`src/rtl/sbm_pkg.sv`:
```
package sbm_pkg;
   localparam int unsigned REG_CMD  = 0;
   localparam int unsigned REG_EXT  = 1;
   localparam int unsigned REG_DATA = 2;
   localparam int unsigned REG_STAT = 3;

   localparam int unsigned ST_BUSY = 0;
   localparam int unsigned ST_ERR  = 1;

   typedef enum logic [1:0] {
      S_IDLE = 2'd0,
      S_REQ  = 2'd1,
      S_WAIT = 2'd2
   } sbm_state_e;

   typedef struct packed {
      logic        wr;
      logic [7:0]  opc;
      logic [7:0]  port;
      logic [31:0] offs;
      logic [31:0] data;
   } sbm_req_t;
endpackage

```
`src/rtl/sbm_regs.sv`:
```
module sbm_regs (
   input  logic        clk,
   input  logic        rst_n,
   input  logic        wr_cmd,
   input  logic        wr_ext,
   input  logic        wr_data,
   input  logic [31:0] wdata,
   input  logic        upd_en,
   input  logic [31:0] upd_val,
   output logic [31:0] cmd_o,
   output logic [31:0] ext_o,
   output logic [31:0] data_o
);
   always_ff @(posedge clk or negedge rst_n) begin
      if (!rst_n) begin
         cmd_o  <= '0;
         ext_o  <= '0;
         data_o <= '0;
      end else begin
         if (wr_cmd) cmd_o <= wdata;
         if (wr_ext) ext_o <= wdata;
         // a completing transaction has priority over a staged host write
         if (upd_en)       data_o <= upd_val;
         else if (wr_data) data_o <= wdata;
      end
   end
endmodule

```
`src/rtl/sbm_tmo.sv`:
```
module sbm_tmo #(
   parameter int unsigned TIMEOUT_CYCLES = 64
) (
   input  logic clk,
   input  logic rst_n,
   input  logic launch,
   input  logic busy,
   output logic expire
);
   localparam int unsigned CNT_W = (TIMEOUT_CYCLES > 1) ? $clog2(TIMEOUT_CYCLES) : 1;

   generate
      if (TIMEOUT_CYCLES > 0) begin : g_cnt
         logic [CNT_W-1:0] cnt;
         always_ff @(posedge clk or negedge rst_n) begin
            if (!rst_n)      cnt <= '0;
            else if (launch) cnt <= '0;
            else if (busy)   cnt <= cnt + 1'b1;
         end
         assign expire = busy && (cnt == CNT_W'(TIMEOUT_CYCLES - 1));
      end else begin : g_off
         logic unused_in;
         assign unused_in = clk ^ rst_n ^ launch ^ busy;
         assign expire = 1'b0;
      end
   endgenerate
endmodule

```
`src/rtl/sbm_ctrl.sv`:
```
module sbm_ctrl
   import sbm_pkg::*;
(
   input  logic        clk,
   input  logic        rst_n,
   input  logic        launch,
   input  sbm_req_t    new_req,
   input  logic        req_ready,
   input  logic        rsp_valid,
   input  logic [31:0] rsp_data,
   input  logic        expire,
   output logic        busy,
   output logic        err,
   output logic        req_valid,
   output sbm_req_t    req,
   output logic        upd_en,
   output logic [31:0] upd_val
);
   sbm_state_e state;

   always_ff @(posedge clk or negedge rst_n) begin
      if (!rst_n) begin
         state <= S_IDLE;
         err   <= 1'b0;
         req   <= '0;
      end else begin
         case (state)
            S_IDLE: if (launch) begin
               state <= S_REQ;
               req   <= new_req;
               err   <= 1'b0;
            end
            S_REQ: begin
               if (expire) begin
                  state <= S_IDLE;
                  err   <= 1'b1;
               end else if (req_ready) begin
                  state <= S_WAIT;
               end
            end
            S_WAIT: begin
               if (rsp_valid) begin
                  state <= S_IDLE;
               end else if (expire) begin
                  state <= S_IDLE;
                  err   <= 1'b1;
               end
            end
            default: state <= S_IDLE;
         endcase
      end
   end

   always_comb begin
      upd_en  = 1'b0;
      upd_val = rsp_data;
      case (state)
         S_REQ: if (expire) begin
            upd_en  = 1'b1;
            upd_val = '1;
         end
         S_WAIT: begin
            if (rsp_valid) begin
               upd_en = !req.wr;
            end else if (expire) begin
               upd_en  = 1'b1;
               upd_val = '1;
            end
         end
         default: ;
      endcase
   end

   assign busy      = (state != S_IDLE);
   assign req_valid = (state == S_REQ);
endmodule

```
`src/rtl/sbm_bridge.sv`:
```
module sbm_bridge
   import sbm_pkg::*;
#(
   parameter int unsigned TIMEOUT_CYCLES = 64,
   parameter logic [7:0]  EN_MASK        = 8'hF0,
   parameter int unsigned AW             = 2
) (
   input  logic          clk,
   input  logic          rst_n,
   input  logic          host_we,
   input  logic [AW-1:0] host_addr,
   input  logic [31:0]   host_wdata,
   output logic [31:0]   host_rdata,
   output logic          sb_req_valid,
   input  logic          sb_req_ready,
   output logic          sb_req_write,
   output logic [7:0]    sb_req_opcode,
   output logic [7:0]    sb_req_port,
   output logic [31:0]   sb_req_offset,
   output logic [31:0]   sb_req_data,
   input  logic          sb_rsp_valid,
   input  logic [31:0]   sb_rsp_data
);
   localparam logic [AW-1:0] A_CMD  = AW'(REG_CMD);
   localparam logic [AW-1:0] A_EXT  = AW'(REG_EXT);
   localparam logic [AW-1:0] A_DATA = AW'(REG_DATA);
   localparam logic [AW-1:0] A_STAT = AW'(REG_STAT);

   generate
      if (AW < 2) begin : g_bad_aw
         $error("sbm_bridge: AW must be at least 2");
      end
      if (TIMEOUT_CYCLES == 1) begin : g_bad_tmo
         $error("sbm_bridge: TIMEOUT_CYCLES must be 0 (off) or at least 2");
      end
   endgenerate

   logic        busy, err_flag, launch, expire, upd_en;
   logic [31:0] upd_val, cmd_q, ext_q, data_q;
   logic        sel_cmd, sel_ext, sel_data, en_ok;
   sbm_req_t    new_req, cur_req;

   assign sel_cmd  = host_we && (host_addr == A_CMD);
   assign sel_ext  = host_we && (host_addr == A_EXT);
   assign sel_data = host_we && (host_addr == A_DATA);
   assign en_ok    = ((host_wdata[7:0] & EN_MASK) == EN_MASK);
   assign launch   = sel_cmd && !busy && en_ok;

   always_comb begin
      new_req.wr   = host_wdata[24];
      new_req.opc  = host_wdata[31:24];
      new_req.port = host_wdata[23:16];
      new_req.offs = ext_q | {24'b0, host_wdata[15:8]};
      new_req.data = data_q;
   end

   sbm_regs u_regs (
      .clk     (clk),
      .rst_n   (rst_n),
      .wr_cmd  (sel_cmd && !busy),
      .wr_ext  (sel_ext),
      .wr_data (sel_data),
      .wdata   (host_wdata),
      .upd_en  (upd_en),
      .upd_val (upd_val),
      .cmd_o   (cmd_q),
      .ext_o   (ext_q),
      .data_o  (data_q)
   );

   sbm_tmo #(.TIMEOUT_CYCLES(TIMEOUT_CYCLES)) u_tmo (
      .clk    (clk),
      .rst_n  (rst_n),
      .launch (launch),
      .busy   (busy),
      .expire (expire)
   );

   sbm_ctrl u_ctrl (
      .clk       (clk),
      .rst_n     (rst_n),
      .launch    (launch),
      .new_req   (new_req),
      .req_ready (sb_req_ready),
      .rsp_valid (sb_rsp_valid),
      .rsp_data  (sb_rsp_data),
      .expire    (expire),
      .busy      (busy),
      .err       (err_flag),
      .req_valid (sb_req_valid),
      .req       (cur_req),
      .upd_en    (upd_en),
      .upd_val   (upd_val)
   );

   assign sb_req_write  = cur_req.wr;
   assign sb_req_opcode = cur_req.opc;
   assign sb_req_port   = cur_req.port;
   assign sb_req_offset = cur_req.offs;
   assign sb_req_data   = cur_req.data;

   always_comb begin
      host_rdata = '0;
      if (host_addr == A_CMD)       host_rdata = cmd_q;
      else if (host_addr == A_EXT)  host_rdata = ext_q;
      else if (host_addr == A_DATA) host_rdata = data_q;
      else if (host_addr == A_STAT) begin
         host_rdata[ST_BUSY] = busy;
         host_rdata[ST_ERR]  = err_flag;
      end
   end
endmodule

```
`config.mk`:
```
export PLATFORM = sky130hd
export DESIGN_NAME = sbm_bridge
export DESIGN_NICKNAME = d
export VERILOG_FILES = /design/src/rtl/sbm_pkg.sv /design/src/rtl/sbm_regs.sv /design/src/rtl/sbm_tmo.sv /design/src/rtl/sbm_ctrl.sv /design/src/rtl/sbm_bridge.sv
export SDC_FILE = /design/constraint.sdc
export NUM_CORES = 1
export LEC_CHECK = 0
export ABC_CLOCK_PERIOD_IN_PS = 2800
export BUFFER_PORTS_ARGS = -buffer_cell sky130_fd_sc_hd__buf_2
export CAP_MARGIN = 5
export CORE_MARGIN = 2
export CORE_UTILIZATION = 40
export CTS_CLUSTER_SIZE = 28
export DETAILED_ROUTE_END_ITERATION = 16
export PLACE_DENSITY_LB_ADDON = 0.25
export SYNTH_ARGS = -nofsm -noshare
export SYNTH_HDL_FRONTEND = slang
export SYNTH_SLANG_ARGS = --single-unit
export TNS_END_PERCENT = 1
```
`constraint.sdc`:
```
create_clock -name clk -period 2.8 [get_ports clk]
set_input_delay 0.7 -clock clk [delete_from_list [all_inputs] [get_ports clk]]
set_output_delay 0.7 -clock clk [all_outputs]
set_load 0.01 [all_outputs]
```
==> results.yml, run 1 <==
status:
  run_status: "completed"
sta:
  hold_viol_final: 0
  setup-tns-final_ns: 0
  fin_crit_ns: 2.70
  rsz0062_at_grt: "false"
  relSlewSlack: 0.494
  fin_crit_sh: 0.966
  fin_skew_ns: 0.00878
  slew_viol_final: 0
  max_freq_ghz: 0.370
  tightest_slew_ns: 0.759
  setup_viol: 0
hold_path:
  hold_class: "in -> async"
clock_network:
  clk_pin_slew_ns: 0.07
  cts_setup_buffers: 0
  cts_htree_levels: 4
  clock_latency_ns: 0.44
  clock-sinks: 185
  cts_tree: "built"
  cts_buffers: 17
  clockBufferDepth: 2
  cts-root-buf: "clkbuf_16"
critical_path:
  end_kind: "output port"
  crit_path_start_kind: "flip-flop"
  cp_cell_sequence: "inv_1 -> ha_2 -> inv_1 -> mux4_2 -> buf_2"
  crit_fanout: 8
  critPathRequiredTime_ns: 2.10
  arrival_ns: 2.00
  cp_common_cell: "inv_1"
  path_class: "reg -> out"
  slowest_stage: "mux4_2"
  r2r_start: "u_ctrl.state[0]$_DFFE_PN0P_"
  slowest_delay_ns: 0.48
  startpoint: "u_ctrl.state[0]$_DFFE_PN0P_"
synthesis:
  synth_edf_count: 0
  synth.net_count: 750
  ys_ff_latch: 185
  ys_warn_count: 0
  ys_seq_area_frac: 0.551
  ys.flop_type: "dfrtp_1"
  syn_area_mm2: 0.00840
  ys_types: 39
  synthCells: 674
  syn_area_per_cell_um2: 12.5
  async_flop_share: 1.00
place:
  dp_hpwl_um: 14800
  gp_congestion: 0.786
  port_buffers: 184
detailed_routing:
  drt-pass1-iter-count: 5
  drt_iter0_drc: 305
  wire_per_inst_um: 19.9
  drc: 0
  routed_via_density: 5.36
  totalWireLength_um: 22600
  dr_total_vias: 6072
  ant_nets: 0
floorplanning:
  dieArea_mm2: 0.0222
  chipWidth_um: 149
  core_area_mm2: 0.0208
  rows: 53
  die_y_um: 149
  io_pins: 185
  start_util: 0.403
pwr:
  power_leakage_nw: 5.18
  swShare: 0.310
  powerDensity_mw_per_mm2: 838
  pwr-share-seq: 0.456
  intPower_mw: 5.92
  switching_power_mw: 2.65
  pwr-share-clk: 0.289
  ir_drop_v: 0.000450
  share_comb_of_total_power: 0.256
grt:
  grt_pass1_vias: 6205
  grt_util_all_layers: 0.207
  grt-ovfl-total: 0
  grt_max_degree: 67
  grt_first_pass_wirelength_um: 35200
  grt_antenna_before_repair: 2
layout:
  num-nets-final: 919
  fin_util: 0.491
  drive_gt1_frac: 0.449
  syn_to_final_growth_pct: 21.8
  fillers: 1941
job:
  maxCapViolCount: 0
==> metrics by stage <==
step                hold slack, ns  worst slack, ns  instance area [µm²]  total power, mW  std cells
floorplan                    0.404            0.550                 8400             5.22        674
global placement             0.485            0.357                 9610             6.11       1099
detailed placement           0.490            0.350                 9610             6.17       1099
CTS                          0.269           0.0922                10200             8.66       1131
global route                 0.287          0.00784                10200             9.05       1132
finish                       0.245           0.0966                10200             8.57       1133
==> worst paths after layout <==
path	depth (start not counted)	slack, ns	endpoint
worst max register to register	6	0.54	u_regs.data_o[16]$_DFFE_PN0P_
worst min register to register	1	0.50	u_ctrl.req[8]$_DFFE_PN0P_
max in group asynchronous	2	1.74	u_regs.ext_o[20]$_DFFE_PN0P_
worst min-delay path	1	0.25	u_ctrl.req[63]$_DFFE_PN0P_
worst max-delay path	5	0.1	host_rdata[0]
min in group clk	1	0.50	u_ctrl.req[8]$_DFFE_PN0P_
==> sequential cells by signal, indices dropped and copies added, names as in the netlist <==
signal           cells
u_ctrl.err           1
u_ctrl.req          80
u_ctrl.state         2
u_regs.cmd_o        32
u_regs.data_o       32
u_regs.ext_o        32
u_tmo.g_cnt.cnt      6
==> logic make-up (layout without fill, tap and decap cells) <==
logic type      after synthesis  in the layout  share of synthesized area
compound gates              173            173                      0.124
mux                         170            170                      0.228
xor+xnor                      5              5                    0.00522
buf+inv                      58            240                     0.0381
simple gates                 78             78                     0.0462
flops                       185            185                      0.551
other cells                   0              2                          0
fa+ha+maj                     5              5                    0.00745
==> critical path, delay by kind of cell (launching register included) <==
kind	cells	cell delay [ns]
fa+ha+maj	1	0.28
buf+inv	3	0.39
mux	1	0.48
flops	1	0.42
==> power by group through the flow <==
stage / combinational, mW / sequential (mW) / clock (mW)
floorplan: 1.28 / 3.94 / 0
global placement: 2.16 / 3.94 / 0
detailed placement: 2.21 / 3.96 / 0
CTS: 2.22 / 3.91 / 2.53
global route: 2.40 / 4.01 / 2.64
finish: 2.19 / 3.90 / 2.47
==> layout by cell type, fill, tap and decap left out, drive strengths merged, types with 2 or more instances in the layout <==
cell type,n
nor2b,6
clkbuf,21
mux4,2
buf,204
nand4b,3
and4b,2
ha,5
clkinvlp,3
bufinv,2
a22oi,30
a211oi,3
nor2,26
nand2,32
a21oi,70
clkinv,4
o21ai,35
diode,2
and2,3
mux2,136
xnor2,3
mux2i,32
dfrtp,185
a21o,30
inv,6
xor2,2
==> area by class of cell <==
type                       count  area, µm²  area share
tap                          275        344      0.0337
multi-input combinational    431       3480       0.340
sequential                   185       4630       0.453
inverter                       3       11.3     0.00110
clock inverter                12        139      0.0136
antenna                        2       5.00    0.000490
timing repair buffer         205       1150       0.112
clock buffer                  20        467      0.0456
==> synthesized netlist by cell type (all sizes together), types with 5 or more instances <==
| master | count | share of area |
|---|---|---|
| mux2 | 136 | 0.18 |
| ha | 5 | 0.0075 |
| buf | 27 | 0.024 |
| nor2b | 6 | 0.0045 |
| nor2 | 26 | 0.012 |
| dfrtp | 185 | 0.55 |
| a21o | 30 | 0.027 |
| a22oi | 30 | 0.027 |
| o21ai | 35 | 0.021 |
| nand2 | 32 | 0.014 |
| a21oi | 70 | 0.042 |
| clkbuf | 28 | 0.013 |
| mux2i | 32 | 0.038 |
==> per-layer routing <==
metal  up-vias  track usage  routed length, µm
li1       2759            -                  -
met1      3108        0.268               9590
met2       179        0.346              11400
met3        26       0.0428               1250
met4         0       0.0743                352
met5         -            0                  0
==> repair_timing <==
| item | 4_1_cts | 5_1_grt |
|---|---|---|
| resized for setup | 1 | 0 |
| endpoints found under the setup margin | 1 | 0 |
| hold buffers | 0 | 0 |
(Power assumes the default switching activity.)
==> run 2: changes to the inputs <==
ABC_AREA = 1   (was not set)
BUFFER_PORTS_ARGS = -buffer_cell sky130_fd_sc_hd__buf_4   (was -buffer_cell sky130_fd_sc_hd__buf_2)
==> run 2 against run 1 <==
- hold slack worse by 0.058 ns
- non-clock buffer count rose by 5
- combinational power up 46%
- flip-flop and latch count is the same
- global-route usage rose by 2.4 points
- register-to-register slack improved by 0.17 ns
- first-iteration DRC count is 57% higher
- critical path depth rose by 3
- clock skew about the same
- power is 9.9% higher
- utilization is 2.4 points higher
==> results.yml, run 2 <==
status:
  run_status: "completed"
clock_network:
  cts_tree: "built"
  clock-sinks: 185
  cts_buffers: 17
  cts_htree_levels: 4
  cts-root-buf: "clkbuf_16"
  clockBufferDepth: 2
  clock_latency_ns: 0.43
  clk_pin_slew_ns: 0.07
detailed_routing:
  dr_total_vias: 7405
  drt-pass1-iter-count: 4
  routed_via_density: 5.06
  ant_nets: 0
  totalWireLength_um: 25500
  drc: 0
  wire_per_inst_um: 17.4
  drt_iter0_drc: 478
grt:
  grt_antenna_before_repair: 0
  grt_pass1_vias: 7083
  grt_max_degree: 77
  grt_util_all_layers: 0.231
  grt_first_pass_wirelength_um: 40000
  grt-ovfl-total: 0
layout:
  regMostFlops: "u_ctrl.req"
  largest_register_ffs: 80
  fin_cells: 1464
  final_area_mm2: 0.0109
  insertedDiodeCount: 0
  syn_to_final_growth_pct: 25.3
  drive_gt1_frac: 0.260
  final_cell_mix: "nand2_1, buf_4, dfrtp_1, inv_1, o21ai_0"
  num-nets-final: 1256
  fin_util: 0.515
  mostFrequentLayoutCell: "nand2_1"
place:
  dp_hpwl_um: 18100
  detailedPlace.worstSlack_ns: 0.210
  gp_congestion: 0.885
  place_inst: 1436
  port_buffers: 184
  place_area_mm2: 0.0103
synthesis:
  synth_edf_count: 0
  yosysMostFrequentCell: "nand2_1"
  ys_top_cells_by_count: "nand2_1, dfrtp_1, inv_1, o21ai_0, o21ai_2"
  ys_warn_count: 0
  synth.net_count: 1093
  synth_top_area_cell: "dfrtp_1"
  ys_seq_area_frac: 0.533
  ys_ff_latch: 185
  post-synth-top-area-fraction: 0.533
  syn_area_mm2: 0.00869
  synthTopCellsByArea: "dfrtp_1, nand2_1, o21ai_2"
  ys.flop_type: "dfrtp_1"
  async_flop_share: 1.00
  syn_area_per_cell_um2: 8.55
  ys_types: 30
  synthCells: 1017
critical_path:
  critPathRequiredTime_ns: 2.10
  worstReg2RegEnd: "u_regs.data_o[7]$_DFFE_PN0P_"
  arrival_ns: 1.92
  slowest_stage: "dfrtp_1"
  r2r_cells: 11
  cp_common_cell: "o21ai_0"
  slowest_delay_ns: 0.42
  end_kind: "output port"
  crit_path_start_kind: "flip-flop"
  r2r_start: "u_ctrl.state[0]$_DFFE_PN0P_"
  cp_cell_sequence: "inv_1 -> ha_2 -> inv_2 -> nand3_1 -> o21ai_0 -> a21oi_1 -> o21ai_0 -> buf_4"
  crit_fanout: 7
  rrSetupSlack_ns: 0.71
  path_class: "reg -> out"
floorplanning:
  chipWidth_um: 151
  start_util: 0.411
  io_pins: 185
  core_area_mm2: 0.0212
  dieArea_mm2: 0.0229
  rows: 53
  die_y_um: 151
sta:
  setup-tns-final_ns: 0
  fin_skew_ns: 0.00837
  setup_viol: 0
  max_freq_ghz: 0.382
  slew_viol_final: 0
  tightest_slew_ns: 0.434
  fin_crit_sh: 0.936
  holdWs_ns: 0.187
  relSlewSlack: 0.711
  rsz0062_at_grt: "false"
  fin_crit_ns: 2.62
  setup_slack_ns: 0.179
  hold_viol_final: 0
pwr:
  ir_drop_v: 0.000427
  powerDensity_mw_per_mm2: 865
  p_total_mw: 9.42
  power_leakage_nw: 5.69
job:
  maxCapViolCount: 0
hold_path:
  hold_class: "in -> async"
-- run 2: how the worst max path moves through the flow --
stage                     endpoint                   startpoint  slack, ns
floorplan            host_rdata[0]                 host_addr[1]       0.56
global placement    host_rdata[21]                 host_addr[1]       0.20
detailed placement  host_rdata[21]                 host_addr[1]       0.21
CTS                  host_rdata[0]  u_ctrl.state[0]$_DFFE_PN0P_       0.07
global route         host_rdata[0]  u_ctrl.state[0]$_DFFE_PN0P_       0.04
finish               host_rdata[0]  u_ctrl.state[0]$_DFFE_PN0P_       0.18
-- run 2: cell families after synthesis --
| logic type | Yosys count | share of synthesized area |
|---|---|---|
| and+or+nand+nor | 483 | 0.228 |
| DFF | 185 | 0.533 |
| AOI/OAI and AO/OA | 169 | 0.133 |
| buffers and inverters | 168 | 0.0898 |
| muxes | 6 | 0.00777 |
| adders and majority gates | 5 | 0.00720 |
| xor gates and xnor gates | 1 | 0.00101 |
-- run 2: routing by layer --
layer	part of all wire	wire length [µm]	track usage
met1	0.43	11000	0.317
met2	0.47	12100	0.368
met3	0.082	2090	0.0623
met4	0.010	267	0.0533
met5	0	0	0
-- run 2: timing repair --
item                       in CTS  in global routing
gates resized for setup         0                  1
hold buffers                    0                  0
buffers inserted                0                  0
setup endpoints to repair       0                  1
-- run 2: power by group --
part           switching (mW)  leakage (nW)  internal, mW  total [mW]
Sequential              0.421          2.36          3.47        3.89
Combinational            1.94          3.07          1.26        3.20
Clock                    1.01         0.253          1.32        2.33
-- run 2: cell type report --
cell class	instances	area, µm²
clock buffers	21	450
clock inverters	7	98.8
fillers	2017	10300
inverters	102	383
multi-input cells	664	3310
flip-flops and latches	185	4630
well taps	275	344
repair buffers	210	1670
-- run 2: critical path, delay by kind of cell, from the launching register on --
family	cells	cell delay (ns)
buffers and inverters	3	0.35
AND/OR/NAND/NOR	1	0.11
flip-flops	1	0.42
adder cells (fa/ha/maj)	1	0.23
AO/OA/AOI/OAI	3	0.40
